`config.mk`:
```
export PLATFORM = sky130hd
export DESIGN_NAME = irq_presenter
export DESIGN_NICKNAME = d
export VERILOG_FILES = /design/src/rtl/irqp_pkg.sv /design/src/rtl/irqp_ipi_check.sv /design/src/rtl/irqp_regop.sv /design/src/rtl/irqp_deliver.sv /design/src/rtl/irq_presenter.sv
export SDC_FILE = /design/constraint.sdc
export NUM_CORES = 1
export LEC_CHECK = 0
export BUFFER_PORTS_ARGS = -buffer_cell sky130_fd_sc_hd__buf_2
export CORE_MARGIN = 4
export CORE_UTILIZATION = 54
export DETAILED_ROUTE_END_ITERATION = 8
export GPL_ROUTABILITY_DRIVEN = 1
export PLACE_DENSITY = 0.9
export SYNTH_ARGS = -nofsm -noshare
export SYNTH_HDL_FRONTEND = slang
export SYNTH_SLANG_ARGS = --single-unit
```
`constraint.sdc`:
```
create_clock -name clk -period 5.7 [get_ports clk]
set_clock_uncertainty 0.05 [all_clocks]
set_input_delay 0.855 -clock clk [delete_from_list [all_inputs] [get_ports clk]]
set_output_delay 0.855 -clock clk [all_outputs]
set_load 0.05 [all_outputs]
```
`src/rtl/irqp_pkg.sv`:
```
`timescale 1ns/1ps
package irqp_pkg;

  typedef enum logic [2:0] {
    OP_NONE    = 3'd0,
    OP_ACCEPT  = 3'd1,
    OP_POLL    = 3'd2,
    OP_SET_CUR = 3'd3,
    OP_SET_IPI = 3'd4,
    OP_EOI     = 3'd5
  } op_e;

endpackage

```
`src/rtl/irqp_ipi_check.sv`:
```
`timescale 1ns/1ps
// Decides whether the inter-processor pseudo-source displaces the pending one.
module irqp_ipi_check #(
  parameter int SRC_W   = 24,
  parameter int PRIO_W  = 8,
  parameter int IPI_SRC = 2
) (
  input  logic              en,
  input  logic [PRIO_W-1:0] cur,
  input  logic [PRIO_W-1:0] ipi,
  input  logic [SRC_W-1:0]  psrc,
  input  logic [PRIO_W-1:0] pprio,
  input  logic              isipi,
  output logic              hit,
  output logic [SRC_W-1:0]  o_psrc,
  output logic [PRIO_W-1:0] o_pprio,
  output logic              bnc_v
);

  logic has_pend;
  logic pend_holds;

  assign has_pend   = (psrc != '0);
  assign pend_holds = has_pend && (pprio <= ipi);
  assign hit        = en && (ipi < cur) && !pend_holds;
  assign o_psrc     = SRC_W'(IPI_SRC);
  assign o_pprio    = ipi;
  assign bnc_v      = hit && has_pend && !isipi;

endmodule

```
`src/rtl/irqp_regop.sv`:
```
`timescale 1ns/1ps
// Next-state logic of the processor-side register operations.
module irqp_regop import irqp_pkg::*; #(
  parameter int SRC_W   = 24,
  parameter int PRIO_W  = 8,
  parameter int IPI_SRC = 2
) (
  input  logic                    op_v,
  input  op_e                     op,
  input  logic [SRC_W+PRIO_W-1:0] wdata,
  input  logic [PRIO_W-1:0]       cur,
  input  logic [SRC_W-1:0]        psrc,
  input  logic [PRIO_W-1:0]       pprio,
  input  logic                    isipi,
  input  logic [PRIO_W-1:0]       ipi,
  output logic [PRIO_W-1:0]       n_cur,
  output logic [SRC_W-1:0]        n_psrc,
  output logic [PRIO_W-1:0]       n_pprio,
  output logic                    n_isipi,
  output logic [PRIO_W-1:0]       n_ipi,
  output logic                    bnc_v,
  output logic                    resend,
  output logic                    eoi_v,
  output logic                    rd_v
);

  localparam logic [PRIO_W-1:0] PRIO_NONE = {PRIO_W{1'b1}};

  logic [PRIO_W-1:0] setv;
  logic [PRIO_W-1:0] eoi_prio;
  logic              has_pend;

  logic [PRIO_W-1:0] a_cur, a_pprio, a_ipi;
  logic [SRC_W-1:0]  a_psrc;
  logic              a_isipi, a_bnc;
  logic              chk_req;
  logic [PRIO_W-1:0] chk_cur, chk_ipi;

  logic              c_hit, c_bnc;
  logic [SRC_W-1:0]  c_psrc;
  logic [PRIO_W-1:0] c_pprio;

  assign setv     = wdata[PRIO_W-1:0];
  assign eoi_prio = wdata[SRC_W +: PRIO_W];
  assign has_pend = (psrc != '0);

  always_comb begin
    a_cur   = cur;
    a_psrc  = psrc;
    a_pprio = pprio;
    a_isipi = isipi;
    a_ipi   = ipi;
    a_bnc   = 1'b0;
    resend  = 1'b0;
    eoi_v   = 1'b0;
    rd_v    = 1'b0;
    chk_req = 1'b0;
    chk_cur = cur;
    chk_ipi = ipi;
    if (op_v) begin
      case (op)
        OP_ACCEPT: begin
          rd_v    = 1'b1;
          a_cur   = pprio;
          a_psrc  = '0;
          a_pprio = PRIO_NONE;
          a_isipi = 1'b0;
        end
        OP_POLL: begin
          rd_v = 1'b1;
        end
        OP_SET_CUR: begin
          a_cur = setv;
          if (setv < cur) begin
            if (has_pend && (setv <= pprio)) begin
              a_psrc  = '0;
              a_pprio = PRIO_NONE;
              a_isipi = 1'b0;
              a_bnc   = !isipi;
            end
          end else if (!has_pend) begin
            resend  = 1'b1;
            chk_req = 1'b1;
            chk_cur = setv;
          end
        end
        OP_SET_IPI: begin
          a_ipi   = setv;
          chk_req = 1'b1;
          chk_ipi = setv;
        end
        OP_EOI: begin
          a_cur = eoi_prio;
          eoi_v = 1'b1;
          if (!has_pend) begin
            resend  = 1'b1;
            chk_req = 1'b1;
            chk_cur = eoi_prio;
          end
        end
        default: begin
        end
      endcase
    end
  end

  irqp_ipi_check #(
    .SRC_W  (SRC_W),
    .PRIO_W (PRIO_W),
    .IPI_SRC(IPI_SRC)
  ) u_ipi (
    .en     (chk_req),
    .cur    (chk_cur),
    .ipi    (chk_ipi),
    .psrc   (psrc),
    .pprio  (pprio),
    .isipi  (isipi),
    .hit    (c_hit),
    .o_psrc (c_psrc),
    .o_pprio(c_pprio),
    .bnc_v  (c_bnc)
  );

  assign n_cur   = a_cur;
  assign n_ipi   = a_ipi;
  assign n_psrc  = c_hit ? c_psrc  : a_psrc;
  assign n_pprio = c_hit ? c_pprio : a_pprio;
  assign n_isipi = c_hit ? 1'b1    : a_isipi;
  assign bnc_v   = a_bnc | c_bnc;

endmodule

```
`src/rtl/irqp_deliver.sv`:
```
`timescale 1ns/1ps
// Judges one delivery request against the presenter state.
module irqp_deliver #(
  parameter int SRC_W  = 24,
  parameter int PRIO_W = 8
) (
  input  logic              dv,
  input  logic [SRC_W-1:0]  dsrc,
  input  logic [PRIO_W-1:0] dprio,
  input  logic [PRIO_W-1:0] cur,
  input  logic [SRC_W-1:0]  psrc,
  input  logic [PRIO_W-1:0] pprio,
  input  logic              isipi,
  output logic              take,
  output logic              refuse,
  output logic [SRC_W-1:0]  n_psrc,
  output logic [PRIO_W-1:0] n_pprio,
  output logic              n_isipi,
  output logic              bnc_v
);

  logic has_pend;
  logic loses;

  assign has_pend = (psrc != '0);
  assign loses    = (dprio >= cur) || (has_pend && (pprio <= dprio));
  assign take     = dv && !loses;
  assign refuse   = dv && loses;
  assign n_psrc   = take ? dsrc  : psrc;
  assign n_pprio  = take ? dprio : pprio;
  assign n_isipi  = take ? 1'b0  : isipi;
  assign bnc_v    = take && has_pend && !isipi;

endmodule

```
`src/rtl/irq_presenter.sv`:
```
`timescale 1ns/1ps
// Per-processor interrupt presenter: state registers and output stage.
module irq_presenter import irqp_pkg::*; #(
  parameter int SRC_W   = 24,
  parameter int PRIO_W  = 8,
  parameter int IPI_SRC = 2
) (
  input  logic                    clk,
  input  logic                    rst_n,
  input  logic                    dlv_valid,
  input  logic [SRC_W-1:0]        dlv_src,
  input  logic [PRIO_W-1:0]       dlv_prio,
  output logic                    dlv_taken,
  output logic                    dlv_refused,
  output logic                    bounce_valid,
  output logic [SRC_W-1:0]        bounce_src,
  input  logic                    reg_valid,
  input  logic [2:0]              reg_op,
  input  logic [SRC_W+PRIO_W-1:0] reg_wdata,
  output logic                    rd_valid,
  output logic [SRC_W+PRIO_W-1:0] rd_word,
  output logic [PRIO_W-1:0]       rd_ipi,
  output logic                    eoi_valid,
  output logic [SRC_W-1:0]        eoi_src,
  output logic                    resend_req,
  output logic                    int_out
);

  localparam int                WORD_W    = SRC_W + PRIO_W;
  localparam logic [PRIO_W-1:0] PRIO_NONE = {PRIO_W{1'b1}};

  // reset synchronizer: asserts at once, releases on the clock
  logic rst_meta, rst_n_s;
  always_ff @(posedge clk or negedge rst_n) begin
    if (!rst_n) begin
      rst_meta <= 1'b0;
      rst_n_s  <= 1'b0;
    end else begin
      rst_meta <= 1'b1;
      rst_n_s  <= rst_meta;
    end
  end

  // architectural state
  logic [PRIO_W-1:0] cur_q, pprio_q, ipi_q;
  logic [SRC_W-1:0]  psrc_q;
  logic              isipi_q;

  // register-operation stage
  op_e               op_c;
  logic [PRIO_W-1:0] r_cur, r_pprio, r_ipi;
  logic [SRC_W-1:0]  r_psrc;
  logic              r_isipi;
  logic              rop_bnc, rop_resend, rop_eoi, rop_rd;

  assign op_c = op_e'(reg_op);

  irqp_regop #(
    .SRC_W  (SRC_W),
    .PRIO_W (PRIO_W),
    .IPI_SRC(IPI_SRC)
  ) u_regop (
    .op_v   (reg_valid),
    .op     (op_c),
    .wdata  (reg_wdata),
    .cur    (cur_q),
    .psrc   (psrc_q),
    .pprio  (pprio_q),
    .isipi  (isipi_q),
    .ipi    (ipi_q),
    .n_cur  (r_cur),
    .n_psrc (r_psrc),
    .n_pprio(r_pprio),
    .n_isipi(r_isipi),
    .n_ipi  (r_ipi),
    .bnc_v  (rop_bnc),
    .resend (rop_resend),
    .eoi_v  (rop_eoi),
    .rd_v   (rop_rd)
  );

  // delivery stage, judged on the state left by the register operation
  logic              d_take, d_refuse, dlv_bnc;
  logic [SRC_W-1:0]  d_psrc;
  logic [PRIO_W-1:0] d_pprio;
  logic              d_isipi;

  irqp_deliver #(
    .SRC_W (SRC_W),
    .PRIO_W(PRIO_W)
  ) u_deliver (
    .dv     (dlv_valid),
    .dsrc   (dlv_src),
    .dprio  (dlv_prio),
    .cur    (r_cur),
    .psrc   (r_psrc),
    .pprio  (r_pprio),
    .isipi  (r_isipi),
    .take   (d_take),
    .refuse (d_refuse),
    .n_psrc (d_psrc),
    .n_pprio(d_pprio),
    .n_isipi(d_isipi),
    .bnc_v  (dlv_bnc)
  );

  // bounce source: whichever stage evicted, it is the source that was
  // pending when that stage looked at the state
  logic              bnc_d;
  logic [SRC_W-1:0]  bnc_src_d;
  logic              state_en;

  always_comb begin
    bnc_d     = rop_bnc | dlv_bnc;
    bnc_src_d = rop_bnc ? psrc_q : r_psrc;
    state_en  = reg_valid | dlv_valid;
  end

  always_ff @(posedge clk or negedge rst_n_s) begin
    if (!rst_n_s) begin
      cur_q   <= '0;
      psrc_q  <= '0;
      pprio_q <= PRIO_NONE;
      ipi_q   <= PRIO_NONE;
      isipi_q <= 1'b0;
    end else if (state_en) begin
      cur_q   <= r_cur;
      psrc_q  <= d_psrc;
      pprio_q <= d_pprio;
      ipi_q   <= r_ipi;
      isipi_q <= d_isipi;
    end
  end

  // output pulses
  always_ff @(posedge clk or negedge rst_n_s) begin
    if (!rst_n_s) begin
      dlv_taken    <= 1'b0;
      dlv_refused  <= 1'b0;
      bounce_valid <= 1'b0;
      rd_valid     <= 1'b0;
      eoi_valid    <= 1'b0;
      resend_req   <= 1'b0;
    end else begin
      dlv_taken    <= d_take;
      dlv_refused  <= d_refuse;
      bounce_valid <= bnc_d;
      rd_valid     <= rop_rd;
      eoi_valid    <= rop_eoi;
      resend_req   <= rop_resend;
    end
  end

  // output payloads, loaded only with their strobes
  always_ff @(posedge clk or negedge rst_n_s) begin
    if (!rst_n_s) begin
      bounce_src <= '0;
      rd_word    <= '0;
      rd_ipi     <= '0;
      eoi_src    <= '0;
    end else begin
      if (bnc_d) begin
        bounce_src <= bnc_src_d;
      end
      if (rop_rd) begin
        rd_word <= WORD_W'({cur_q, psrc_q});
        rd_ipi  <= ipi_q;
      end
      if (rop_eoi) begin
        eoi_src <= reg_wdata[SRC_W-1:0];
      end
    end
  end

  assign int_out = (psrc_q != '0);

endmodule

```
* After elaboration in Yosys (flattened, before gate mapping)
Cells that the tools add are included.
W data, S select, Z words.
** Operators by class
- Reduce and logical (&&, ||, !) cells :: 19
- $lt $le $gt $ge :: 6
- Mux-type cells :: 42
- Eq/ne operators :: 5
- Bitwise logic cells :: 3
** Operator list (number)
- $mux W24 :: 6
- $mux W8 :: 12
- $pmux W24 S2 :: 1
- $reduce_bool A24 Y1 :: 2
- $pmux W8 S2 :: 2
- $le A8 B8 Y1 :: 3
- $pmux W8 S3 :: 1
- $mux W1 :: 17
- $lt A8 B8 Y1 :: 2
- $logic_and A1 B1 Y1 :: 11
- $ge A8 B8 Y1 :: 1
- $eq A3 B2 Y1 const B :: 2
- $eq A3 B3 Y1 const B :: 2
- $logic_not A1 Y1 :: 4
- $pmux W1 S2 :: 2
- $eq A3 B1 Y1 const B :: 1
- $or A1 B1 Y1 :: 3
- $pmux W1 S3 :: 1
- $reduce_or A2 Y1 :: 1
- $logic_or A1 B1 Y1 :: 1
** Storage, ports and cells
- Word-level logic and storage cells :: 92
- Register bits :: 145
- Input bits :: 71
- Output and inout port bits :: 95

* Logic depth before layout (Yosys ltp)
Gate-level depths: netlist (run 1).
- Depth after elaboration :: 17
- Gate-level depth with buffers :: 27

* By module
Synthesis (run 1) repeated with hierarchy kept, for this count alone.
** Unflattened totals
- Cell total of the unflattened synthesis :: 867
- Area, all modules :: 9285.2 sq um
** Modules (own cells, without submodules)
- irq_presenter :: instances 1, cells each 361, area each 5621.6 sq um
- irqp_regop :: instances 1, cells each 302, area each 1995.7 sq um
- irqp_deliver :: instances 1, cells each 107, area each 967.2 sq um
- irqp_ipi_check :: instances 1, cells each 97, area each 700.7 sq um

* Worst setup path before layout (run 1)
OpenSTA, ideal clock, no wires.
- Path type :: input port to flip-flop
- Start point :: input port reg_op[1]
- End point :: register bounce_src[10]
- Stages :: 23
- Data required time :: 5523 ps
- Path slack :: -641 ps
- Buffers on the path :: 5
- Data arrival time :: 6164 ps
- Path through :: clkbuf_1 > nor4bb_1 > buf_2 > clkbuf_1 > mux2_2 > inv_1 > ha_1 > and3_1 > o21ai_0 > a21oi_1 > o221a_2 > o311ai_2 > buf_2 > mux2i_1 > ha_1 > nand3_1 > nor2_1 > a32o_1 > a21o_1 > or3_1 > a311oi_4 > buf_6 > mux2_1
** Between the ends
- Word-level cells in the longest chain between the ends :: 16
- Elaborated cells on any way between the ends :: 44
- Classes of those cells :: order compare: 4; eq/ne: 4; mux: 20; bitwise: 2; reduce/logical: 14
** Ends and longest elaborated chain
- from (decl) :: line irq_presenter.sv:18 : input logic [2:0] reg_op,
- $eq A3 B3 Y1 :: line irqp_regop.sv:61 : case (op)
- $mux W8 :: line irqp_regop.sv:61
- $mux W8 :: line irqp_regop.sv:60 : if (op_v) begin
- $le A8 B8 Y1 :: line irqp_ipi_check.sv:24 : assign pend_holds = has_pend && (pprio <= ipi);
- $logic_and A1 B1 Y1 :: line irqp_ipi_check.sv:24
- $logic_not A1 Y1 :: line irqp_ipi_check.sv:25 : assign hit = en && (ipi < cur) && !pend_holds;
- $logic_and A1 B1 Y1 :: line irqp_ipi_check.sv:25
- $mux W8 or $mux W24 (tied branches) :: line irqp_regop.sv:127, irqp_regop.sv:126
- $le A8 B8 Y1 or $reduce_bool A24 Y1 (tied branches) :: line irqp_deliver.sv:26, irqp_deliver.sv:25
- $logic_and A1 B1 Y1 :: line irqp_deliver.sv:26 : assign loses = (dprio >= cur) || (has_pend && (pprio <= dprio));
- $logic_or A1 B1 Y1 :: line irqp_deliver.sv:26
- $logic_not A1 Y1 :: line irqp_deliver.sv:27 : assign take = dv && !loses;
- $logic_and A1 B1 Y1 :: line irqp_deliver.sv:27
- $logic_and A1 B1 Y1 (2 in a row) :: line irqp_deliver.sv:32 : assign bnc_v = take && has_pend && !isipi;
- $or A1 B1 Y1 :: line irq_presenter.sv:114 : bnc_d = rop_bnc | dlv_bnc;
- to (signal assigned) :: line irq_presenter.sv:163 : bounce_src <= bnc_src_d;
- to (decl) :: line irq_presenter.sv:16 : output logic [SRC_W-1:0] bounce_src,
Several ways; a longest one is shown, not always the timed one.
A chain may end at the register's enable or synchronous reset.

* Worst setup path in the final report (run 1)
- Start point :: input port reg_wdata[0]
- End point :: register bounce_src[4]
** Between the ends
- Word-level cells in the longest chain between the ends :: 16
- Elaborated cells on any way between the ends :: 54
- Classes of those cells :: order compare: 6; mux: 31; bitwise: 2; reduce/logical: 15
** Ends and longest elaborated chain
- from (decl) :: line irq_presenter.sv:19 : input logic [SRC_W+PRIO_W-1:0] reg_wdata,
- $lt A8 B8 Y1 or $mux W8 (tied branches) :: line irqp_regop.sv:74, irqp_regop.sv:81
- $mux W8 :: line irqp_regop.sv:74 : if (setv < cur) begin
- $pmux W8 S2 :: line irqp_regop.sv:61
- $mux W8 :: line irqp_regop.sv:60
- $lt A8 B8 Y1 :: line irqp_ipi_check.sv:25
- $logic_and A1 B1 Y1 (2 in a row) :: line irqp_ipi_check.sv:25
- $mux W8 or $mux W24 (tied branches) :: line irqp_regop.sv:127, irqp_regop.sv:126
- $le A8 B8 Y1 or $reduce_bool A24 Y1 (tied branches) :: line irqp_deliver.sv:26, irqp_deliver.sv:25
- $logic_and A1 B1 Y1 :: line irqp_deliver.sv:26
- $logic_or A1 B1 Y1 :: line irqp_deliver.sv:26
- $logic_not A1 Y1 :: line irqp_deliver.sv:27
- $logic_and A1 B1 Y1 :: line irqp_deliver.sv:27
- $logic_and A1 B1 Y1 (2 in a row) :: line irqp_deliver.sv:32
- $or A1 B1 Y1 :: line irq_presenter.sv:114
Several ways; a longest one is shown, not always the timed one.

==> flow_metrics.env, run 1 <==
export IMPL_seq_area_frac_synth_pct=49.9
export IMPL_cts_tree="done"
export IMPL_slew_headroom_pct=16.3
export IMPL_synthDistinctLibCells=62
export IMPL_final_cell_mix="160 x buf_2, 128 x dfrtp_1, 97 x nand2_1"
export IMPL_crit_type="primary input to register"
export IMPL_arrival_ns=6.12
export IMPL_required_ns=5.95
export IMPL_grtUsageTotal_pct=28.2
export IMPL_viasPerCell=5.89
export IMPL_htree_num_levels=4
export IMPL_first_pass_iters=6
export IMPL_worstSetupStartpointType="primary input"
export IMPL_ctsHoldBuffers=0
export IMPL_setup_viol=53
export IMPL_coreArea_um2=13200
export IMPL_pre_cts_ws_ns=-0.489
export IMPL_hold_violations=0
export IMPL_p_leak_nw=5.16
export IMPL_clockRootBuffer="clkbuf_16"
export IMPL_die_h_um=124
export IMPL_die_w_um=124
export IMPL_antenna_found_initial=0
export IMPL_violations="setup timing"
export IMPL_num_vias=6773
export IMPL_syn_nets=822
export IMPL_critPathMaxFanout=8
export IMPL_dieArea_um2=15500
export IMPL_gr_total_overflow=0
export IMPL_drive_above_1_share_pct=45.4
export IMPL_wirelength_um=24200
export IMPL_hold_ws_ns=0.156
export IMPL_clk_pin_slew_ns=0.06
export IMPL_synthArstFlopShare_pct=100
export IMPL_grt_pass1_vias=6699
export IMPL_worstMarginPinSlew_ns=1.25
export IMPL_hold_class="primary input to async pin"
export IMPL_drv_cap=0
export IMPL_start_util_pct=55.3
export IMPL_gp_congestion=0.979
export IMPL_ys_warn_count=0
export IMPL_max_freq_ghz=0.170
export IMPL_status="complete, but fails checks"
export IMPL_fin_crit_sh_pct=103
export IMPL_grt_start_max_net_pins=81
export IMPL_slew_viol_final=0
export IMPL_clk_path_buf_depth=2
export IMPL_peakVddDrop_uv=381
export IMPL_portBuffers=165
export IMPL_rsz0062_at_grt="true"
export IMPL_period_minus_slack_ns=5.87
export IMPL_grt_pass1_wl_um=34900
export IMPL_final_common_cell="buf_2"
export IMPL_synth_ff_type="dfrtp_1"
export IMPL_cts_buffers=17
export IMPL_worst_slack_ns=-0.173
export IMPL_ant_nets=0
export IMPL_layout_nets=1078
export IMPL_synth_area_per_cell_um2=10.4
export IMPL_synth_seq_cells=145
export IMPL_io_pins=166
export IMPL_setup_tns_ns=-5.40
export IMPL_clock_sinks=145
export IMPL_powerDensity_nw_per_um2=551
export IMPL_crit_path_end_kind="register"
export IMPL_wl_per_cell_um=21.1
export IMPL_place_hpwl_um=15500
export IMPL_area_delta_synth_final_pct=40.2
export IMPL_row_count=42
export IMPL_syn_cell_area_um2=7320
export IMPL_antenna_cells=0
export IMPL_synth_edf_count=0
export IMPL_fillerInstances=827
export IMPL_synthCells=705
export IMPL_drt_initial_drc_count=727
export IMPL_drc=0
export IMPL_clock_latency_ns=0.43
-- worst max-delay path: stages --
cell,delay [ns]
buf_2,0.10
nand2b_1,0.18
a2111oi_4,0.42
o31a_1,0.22
nor2b_1,0.07
buf_4,0.16
a22oi_2,0.14
nor2_2,0.07
a21oi_2,0.13
ha_1,0.26
a21o_1,0.19
a21o_1,0.21
a211oi_4,0.35
buf_4,0.19
o311ai_4,0.15
mux2i_2,0.26
ha_1,0.29
nand3_2,0.09
nor2_2,0.03
a32o_1,0.23
a21o_1,0.22
or3_4,0.42
a311oi_4,0.25
buf_6,0.18
buf_8,0.15
mux2_4,0.31
-- report_power, final --
group / internal, mW / leakage [nW] / switching (mW)
clock: 0.672 / 0.294 / 0.477
combinational: 1.05 / 3.04 / 1.74
sequential: 1.41 / 1.82 / 0.307
total: 3.12 / 5.16 / 2.53
-- timing repair --
item / CTS / global route
cloned: 2 / 6
setup endpoints to repair: 21 / 57
resized for setup: 10 / 109
pin swaps: 11 / 34
buffers inserted: 9 / 23
-- registers in the layout, summed over array words and instances (netlist names), 8 cells and up --
signal,cells
pprio_q,8
rd_ipi,8
ipi_q,8
cur_q,8
eoi_src,24
rd_word,32
bounce_src,24
psrc_q,24
-- worst paths after layout --
check                              from       endpoint  slack (ns)  depth (start not counted)
hold reg to reg                rst_meta        rst_n_s        0.31                          0
hold / removal                    rst_n        rst_n_s        0.16                          1
setup reg to reg               cur_q[5]  bounce_src[4]       -0.17                         26
setup / recovery           reg_wdata[0]  bounce_src[4]       -0.17                         26
min in group clk               rst_meta        rst_n_s        0.31                          0
max in group asynchronous       rst_n_s      rd_ipi[1]        3.67                          1
-- per-layer routing --
layer	part of all wire, %	global-route usage, %	up-vias
met5	0	0	-
met4	4.6	12.3	0
met3	7.9	7.68	109
met2	49	46.3	405
met1	39	34.9	3314
li1	-	-	2945
-- per-stage QoR --
stage,util (%),cells,total power [mW],cell area [um2]
2_1_floorplan,-,705,3.28,7450
3_3_place_gp,66.9,1080,3.91,8850
3_5_place_dp,66.9,1080,3.99,8850
4_1_cts,72.8,1123,5.25,9640
5_1_grt,77.5,1150,5.90,10300
6_report,77.5,1150,5.65,10300
-- synthesized netlist by cell type, types with 2 or more instances --
cell type,number,share of area [%]
a22o_1,5,0.60
a22oi_1,8,0.82
a31oi_1,2,0.17
buf_2,5,0.34
nand2_1,101,5.2
dfstp_2,16,5.7
nor2_1,31,1.6
nor2b_1,6,0.51
mux2i_1,16,2.2
a21oi_1,29,2.0
buf_6,2,0.31
nand4_1,3,0.26
a21o_1,13,1.3
mux2_2,46,7.1
and3b_1,2,0.24
dfrtp_1,129,44
and3_1,2,0.17
nor4_1,7,0.60
ha_1,46,7.9
o21ai_0,67,4.6
o21a_1,7,0.72
o21bai_1,2,0.21
mux2_1,19,2.9
inv_1,68,3.5
nand3b_1,3,0.31
clkbuf_1,19,0.97
o31ai_1,2,0.21
nand3_1,10,0.68
nor3_1,2,0.14
or3_1,3,0.26
nand2b_1,3,0.26
-- cell type report --
cell class              count  area, um2  share of cell area [%]
multi-input cells         464       3740                    36.5
flip-flops and latches    145       3650                    35.6
repair buffers            263       1780                    17.3
clock buffers              18        439                    4.28
inverters                  70        263                    2.56
well taps                 176        220                    2.15
clock inverters            14        166                    1.62
-- logic make-up after synthesis --
group,after synthesis,synth area share [%]
AOI/OAI and AO/OA,153,13.5
xor gates and xnor gates,1,0.120
adders and majority gates,46,7.86
buffers and inverters,97,5.27
DFF,145,49.9
muxes,82,12.4
other,1,0.0512
and+or+nand+nor,180,11.0
Note: power is estimated with default switching activity, not from simulation.
==> run 2, diff against run 1 <==
--- a/config.mk
+++ b/config.mk
@@ -10,7 +10,8 @@
 export CORE_UTILIZATION = 54
 export DETAILED_ROUTE_END_ITERATION = 8
 export GPL_ROUTABILITY_DRIVEN = 1
-export PLACE_DENSITY = 0.9
+export PLACE_DENSITY = 0.88
 export SYNTH_ARGS = -nofsm -noshare
 export SYNTH_HDL_FRONTEND = slang
+export SYNTH_HIERARCHICAL = 1
 export SYNTH_SLANG_ARGS = --single-unit
==> run 2 against run 1 <==
Against the previous run:
- the run still ends with setup timing left
- sequential share of layout area is 4.4 points lower
- first-iteration DRC count rose by 2.3%
- register-to-register slack improved by 0.18 ns
- synthesized area increased by 27%
- critical path depth increased by 1
- die area grew 25%
- power up 14%
- worst setup slack better by 0.16 ns
- fmax increased by 2.7%
- synthesized cell count grew 23%
==> flow_metrics.env, run 2 <==
export IMPL_powerDensity_nw_per_um2=548
export IMPL_die_w_um=139
export IMPL_drc=0
export IMPL_crit_path_end_kind="register"
export IMPL_layout_nets=1213
export IMPL_place_inst=1285
export IMPL_final_common_cell="buf_2"
export IMPL_critPathMaxFanout=33
export IMPL_crit_type="primary input to register"
export IMPL_drv_cap=0
export IMPL_synth_edf_count=0
export IMPL_drt_initial_drc_count=744
export IMPL_max_freq_ghz=0.175
export IMPL_viasPerCell=5.88
export IMPL_antenna_found_initial=0
export IMPL_grt_pass1_wl_um=40500
export IMPL_first_pass_iters=5
export IMPL_gp_congestion=0.977
export IMPL_clockRootBuffer="clkbuf_16"
export IMPL_place_hpwl_um=18300
export IMPL_violations="setup timing"
export IMPL_wirelength_um=26300
export IMPL_setup_tns_ns=-0.0433
export IMPL_clk_path_buf_depth=2
export IMPL_worstSetupStartpointType="primary input"
export IMPL_synth_ff_type="dfrtp_1"
export IMPL_worstMarginPinSlew_ns=0.914
export IMPL_peakVddDrop_uv=512
export IMPL_fin_crit_sh_pct=100
export IMPL_syn_cell_area_um2=9290
export IMPL_final_cells=1329
export IMPL_ctsHoldBuffers=0
export IMPL_yosysTopAreaCellShare_pct=34.8
export IMPL_slew_viol_final=0
export IMPL_area_delta_synth_final_pct=26.4
export IMPL_status="complete, but fails checks"
export IMPL_yosys_area_top_type="dfrtp_1"
export IMPL_final_util_pct=70.3
export IMPL_worst_slack_ns=-0.0176
export IMPL_slowest_delay_ns=0.38
export IMPL_cts_tree="done"
export IMPL_htree_num_levels=4
export IMPL_fillerInstances=1153
export IMPL_p_total_mw=6.43
export IMPL_ys_warn_count=6
export IMPL_largest_register_ffs=32
export IMPL_yosys_top_cells_count="129 x dfrtp_1, 117 x mux2_2, 63 x nand2_1"
export IMPL_antenna_cells=0
export IMPL_setup_viol=6
export IMPL_arrival_ns=5.98
export IMPL_top_register="rd_word"
export IMPL_slew_headroom_pct=39.1
export IMPL_die_h_um=139
export IMPL_drive_above_1_share_pct=46.1
export IMPL_period_minus_slack_ns=5.72
export IMPL_start_util_pct=55.6
export IMPL_required_ns=5.96
export IMPL_synthCells=867
export IMPL_synth_area_per_cell_um2=10.7
export IMPL_grt_start_max_net_pins=74
export IMPL_clk_pin_slew_ns=0.07
export IMPL_pre_cts_ws_ns=-0.386
export IMPL_rsz0062_at_grt="true"
export IMPL_yosysMostFrequentCell="dfrtp_1"
export IMPL_io_pins=166
export IMPL_grt_pass1_vias=7669
export IMPL_ant_nets=0
export IMPL_synthArstFlopShare_pct=100
export IMPL_synth_seq_cells=145
export IMPL_portBuffers=165
export IMPL_coreArea_um2=16700
export IMPL_grtUsageTotal_pct=25.7
export IMPL_final_cell_mix="162 x buf_2, 122 x dfrtp_1, 114 x mux2_2"
export IMPL_row_count=47
export IMPL_dieArea_um2=19400
export IMPL_synthDistinctLibCells=62
export IMPL_cts_buffers=17
export IMPL_p_leak_nw=5.35
export IMPL_clock_sinks=145
export IMPL_hold_violations=0
export IMPL_hold_class="register to async pin"
export IMPL_gr_total_overflow=0
export IMPL_clock_latency_ns=0.43
export IMPL_slowest_stage="a221o_1"
export IMPL_synthTopCellsByArea="dfrtp_1 35%, mux2_2 14%, ha_1 6.2%"
export IMPL_num_vias=7816
export IMPL_wl_per_cell_um=19.8
export IMPL_seq_area_frac_synth_pct=39.3
[run 2: cell families after synthesis]
logic type               share of synthesized area, %
flip-flops                                       39.3
XOR/XNOR                                       0.0943
AND/OR/NAND/NOR                                  11.2
other                                           0.121
adder cells (fa/ha/maj)                          6.20
AO/OA/AOI/OAI                                    12.9
multiplexers                                     22.1
buffers and inverters                            8.03
[run 2: what timing repair did]
item,in CTS,in global routing
setup buffers,0,10
setup endpoints to repair,0,59
resized for setup,0,50
[run 2: final timing paths]
kind	start	end	slack (ns)	cells past startpoint
max in group asynchronous	rst_n_s	cur_q[3]	4.20	1
worst min-delay path	rst_n_s	psrc_q[16]	0.14	0
worst min register to register	rst_n_s	psrc_q[16]	0.14	0
min in group clk	rst_meta	rst_n_s	0.31	0
worst max register to register	cur_q[5]	psrc_q[17]	0.01	27
worst max-delay path	reg_wdata[1]	psrc_q[17]	-0.02	27
[run 2: through the flow]
step	hold WS (ns)	cell area [um2]
after floorplan	0.281	9420
after detailed placement	0.159	10800
after global routing	0.146	11700
after global placement	0.157	10800
final	0.145	11700
after CTS	0.143	11400
[run 2: cell type report]
| cell class | count | area (um2) | area share, % |
|---|---|---|---|
| multi-input cells | 604 | 5250 | 44.7 |
| flip-flops and latches | 145 | 3660 | 31.2 |
| inverters | 61 | 229 | 1.95 |
| repair buffers | 267 | 1730 | 14.7 |
| clock inverters | 15 | 173 | 1.47 |
| well taps | 220 | 275 | 2.34 |
| clock buffers | 17 | 425 | 3.62 |
[run 2: metal layers]
metal	global-route usage, %	up-vias	part of all wire, %
met5	0	-	0
met3	5.76	76	7.6
met2	42.7	392	49
li1	-	3564	-
met1	33.4	3784	41
met4	8.81	0	2.8
[run 2: worst max-delay path: cells and delay by family]
kind	cells	cell delay (ns)
fa+ha+maj	2	0.41
simple gates	5	1.03
compound gates	11	2.05
buf+inv	7	1.05
mux	2	0.57
[run 2: report_power, final]
| group | total, mW | switching (mW) | internal (mW) |
|---|---|---|---|
| combinational | 3.41 | 2.07 | 1.34 |
| clock | 1.15 | 0.493 | 0.658 |
| sequential | 1.86 | 0.385 | 1.48 |
| total | 6.43 | 2.95 | 3.48 |
==> run 3, diff against run 2 <==
--- a/config.mk
+++ b/config.mk
@@ -10,8 +10,8 @@
 export CORE_UTILIZATION = 54
 export DETAILED_ROUTE_END_ITERATION = 8
 export GPL_ROUTABILITY_DRIVEN = 1
-export PLACE_DENSITY = 0.88
+export PLACE_DENSITY = 0.9
+export SETUP_SLACK_MARGIN = 0.2
 export SYNTH_ARGS = -nofsm -noshare
 export SYNTH_HDL_FRONTEND = slang
-export SYNTH_HIERARCHICAL = 1
 export SYNTH_SLANG_ARGS = --single-unit
==> run 3 against run 2 <==
Against the previous run:
- the run now ends clean
- count of clock-buffer cells in the layout is 4 higher
- register-to-register slack improved by 0.05 ns
- critical path type is now register to register
- final area is 13% lower
- first-iteration DRC count shrank 9.3%
- clock power fell by 6%
- critical endpoint is now bounce_src[16]
- cell count down 13%
- sequential share of layout area increased by 4.6 points
- utilization increased by 6.9 points
==> flow_metrics.env, run 3 (same netlist as run 1, synthesis figures left out) <==
export IMPL_antenna_found_initial=0
export IMPL_coreArea_um2=13200
export IMPL_crit_path_end_kind="register"
export IMPL_hold_ws_ns=0.160
export IMPL_drv_cap=0
export IMPL_place_area_um2=8920
export IMPL_num_vias=6615
export IMPL_io_pins=166
export IMPL_required_ns=5.95
export IMPL_max_freq_ghz=0.177
export IMPL_layout_nets=1081
export IMPL_grtUsageTotal_pct=29.3
export IMPL_rsz0062_at_grt="true"
export IMPL_wl_per_cell_um=20.3
export IMPL_clock_sinks=145
export IMPL_area_delta_synth_final_pct=39.6
export IMPL_grt_pass1_wl_um=35900
export IMPL_clk_path_buf_depth=2
export IMPL_row_count=42
export IMPL_clock_latency_ns=0.43
export IMPL_die_h_um=124
export IMPL_largest_register_ffs=32
export IMPL_wl_met3_um=2110
export IMPL_die_w_um=124
export IMPL_hold_violations=0
export IMPL_place_inst=1085
export IMPL_gp_congestion=1.04
export IMPL_drt_initial_drc_count=675
export IMPL_setup_viol=0
export IMPL_antenna_cells=0
export IMPL_fillerInstances=811
export IMPL_multi_input_area_um2=3690
export IMPL_p_int_mw=3.04
export IMPL_wl_met1_um=8970
export IMPL_seq_area_um2=3650
export IMPL_grt_pass1_vias=6665
export IMPL_fin_crit_sh_pct=99.0
export IMPL_drc=0
export IMPL_gr_total_overflow=0
export IMPL_comb_power_share_pct=49.0
export IMPL_htree_num_levels=4
export IMPL_hold_class="primary input to async pin"
export IMPL_start_util_pct=55.3
export IMPL_fin_area_um2=10200
export IMPL_slew_headroom_pct=23.3
export IMPL_critPathMaxFanout=6
export IMPL_dieArea_um2=15500
export IMPL_slew_viol_final=0
export IMPL_wirelength_um=23400
export IMPL_p_sw_mw=2.40
export IMPL_first_pass_iters=5
export IMPL_dr_wl_met2_um=11300
export IMPL_arrival_ns=5.89
export IMPL_worstSetupStartpointType="register"
export IMPL_status="completed"
export IMPL_powerDensity_nw_per_um2=532
export IMPL_grt_start_max_net_pins=71
export IMPL_place_hpwl_um=15900
export IMPL_final_common_cell="buf_2"
export IMPL_crit_type="register to register"
export IMPL_drive_above_1_share_pct=44.1
export IMPL_portBuffers=165
export IMPL_cts_buffers=17
export IMPL_clk_pin_slew_ns=0.06
export IMPL_p_leak_nw=5.13
export IMPL_period_minus_slack_ns=5.64
export IMPL_peakVddDrop_uv=292
export IMPL_clockRootBuffer="clkbuf_16"
export IMPL_top_layer="met4"
export IMPL_power_frac_seq_pct=31.1
export IMPL_final_cell_mix="157 x buf_2, 128 x dfrtp_1, 99 x nand2_1"
export IMPL_clockPowerShare_pct=19.9
export IMPL_viasPerCell=5.74
export IMPL_ant_nets=0
export IMPL_final_cells=1152
export IMPL_slowest_stage="dfrtp_1"
export IMPL_slowest_delay_ns=0.41
export IMPL_top_register="rd_word"
export IMPL_worstMarginPinSlew_ns=1.15
export IMPL_cts_tree="done"
export IMPL_swShare_pct=44.1
## run 3: cell count changes in the layout (fill, tap and decap cells not counted), sizes merged, moves of 23 or more
cell   change
nor3b     -26
mux2      -78
conb      -24
nand2     +38
o21ai     +27
o31ai     -23
## run 3: critical path: cells and delay by family (launching register included)
kind	cells	cell delay, ns
AO/OA/AOI/OAI	10	1.93
AND/OR/NAND/NOR	6	0.91
buffers and inverters	6	0.85
adder cells (fa/ha/maj)	3	0.84
multiplexers	2	0.50
flip-flops	1	0.41
## run 3: cell type report
| class | count | share of cell area (%) |
|---|---|---|
| sequential | 145 | 35.7 |
| multi-input combinational | 463 | 36.1 |
| inverter | 70 | 2.57 |
| clock inverter | 10 | 1.09 |
| timing repair buffer | 267 | 17.9 |
| tap | 176 | 2.15 |
| clock buffer | 21 | 4.41 |
## run 3: path summary, 6_finish.rpt
path | startpoint | endpoint | slack [ns] | depth (start not counted)
worst max-delay path | cur_q[2] | bounce_src[16] | 0.06 | 27
worst min-delay path | rst_n | rst_n_s | 0.16 | 1
worst max register to register | cur_q[2] | bounce_src[16] | 0.06 | 27
worst min register to register | rst_n_s | rd_word[14] | 0.19 | 0
max in group asynchronous | rst_n_s | bounce_src[22] | 4.29 | 1
min in group clk | rst_meta | rst_n_s | 0.30 | 0
## run 3: metal layers
| layer | track usage [%] | vias up |
|---|---|---|
| met4 | 13.2 | 0 |
| met3 | 8.02 | 85 |
| met1 | 36.3 | 3207 |
| met2 | 48.0 | 368 |
| li1 | - | 2955 |
| met5 | 0 | - |
## run 3: per-stage QoR
step                utilization [%]  setup TNS, ns  power, mW  worst slack, ns
floorplan                         -        -0.0455       3.29         -0.00365
global placement               67.4          -5.42       3.92           -0.236
detailed placement             67.4         -10.64       4.00           -0.335
CTS                            75.2              0       5.27            0.167
global route                   77.2          -4.30       5.68           -0.133
finish                         77.2              0       5.43           0.0589
## run 3: repair_timing
item                                    in CTS  in global routing
hold buffers                                 0                  0
endpoints found under the setup margin      24                 59
gates cloned                                 4                  2
setup buffers                               21                  9
pin swaps                                   18                 13
resized for setup                           44                 56
## run 3: power by group through the flow
stage	registers, mW	clock network (mW)	logic [mW]
floorplan	2.42	0	0.875
global placement	1.66	0	2.26
detailed placement	1.68	0	2.31
CTS	1.67	1.09	2.51
global route	1.73	1.13	2.82
finish	1.69	1.08	2.66
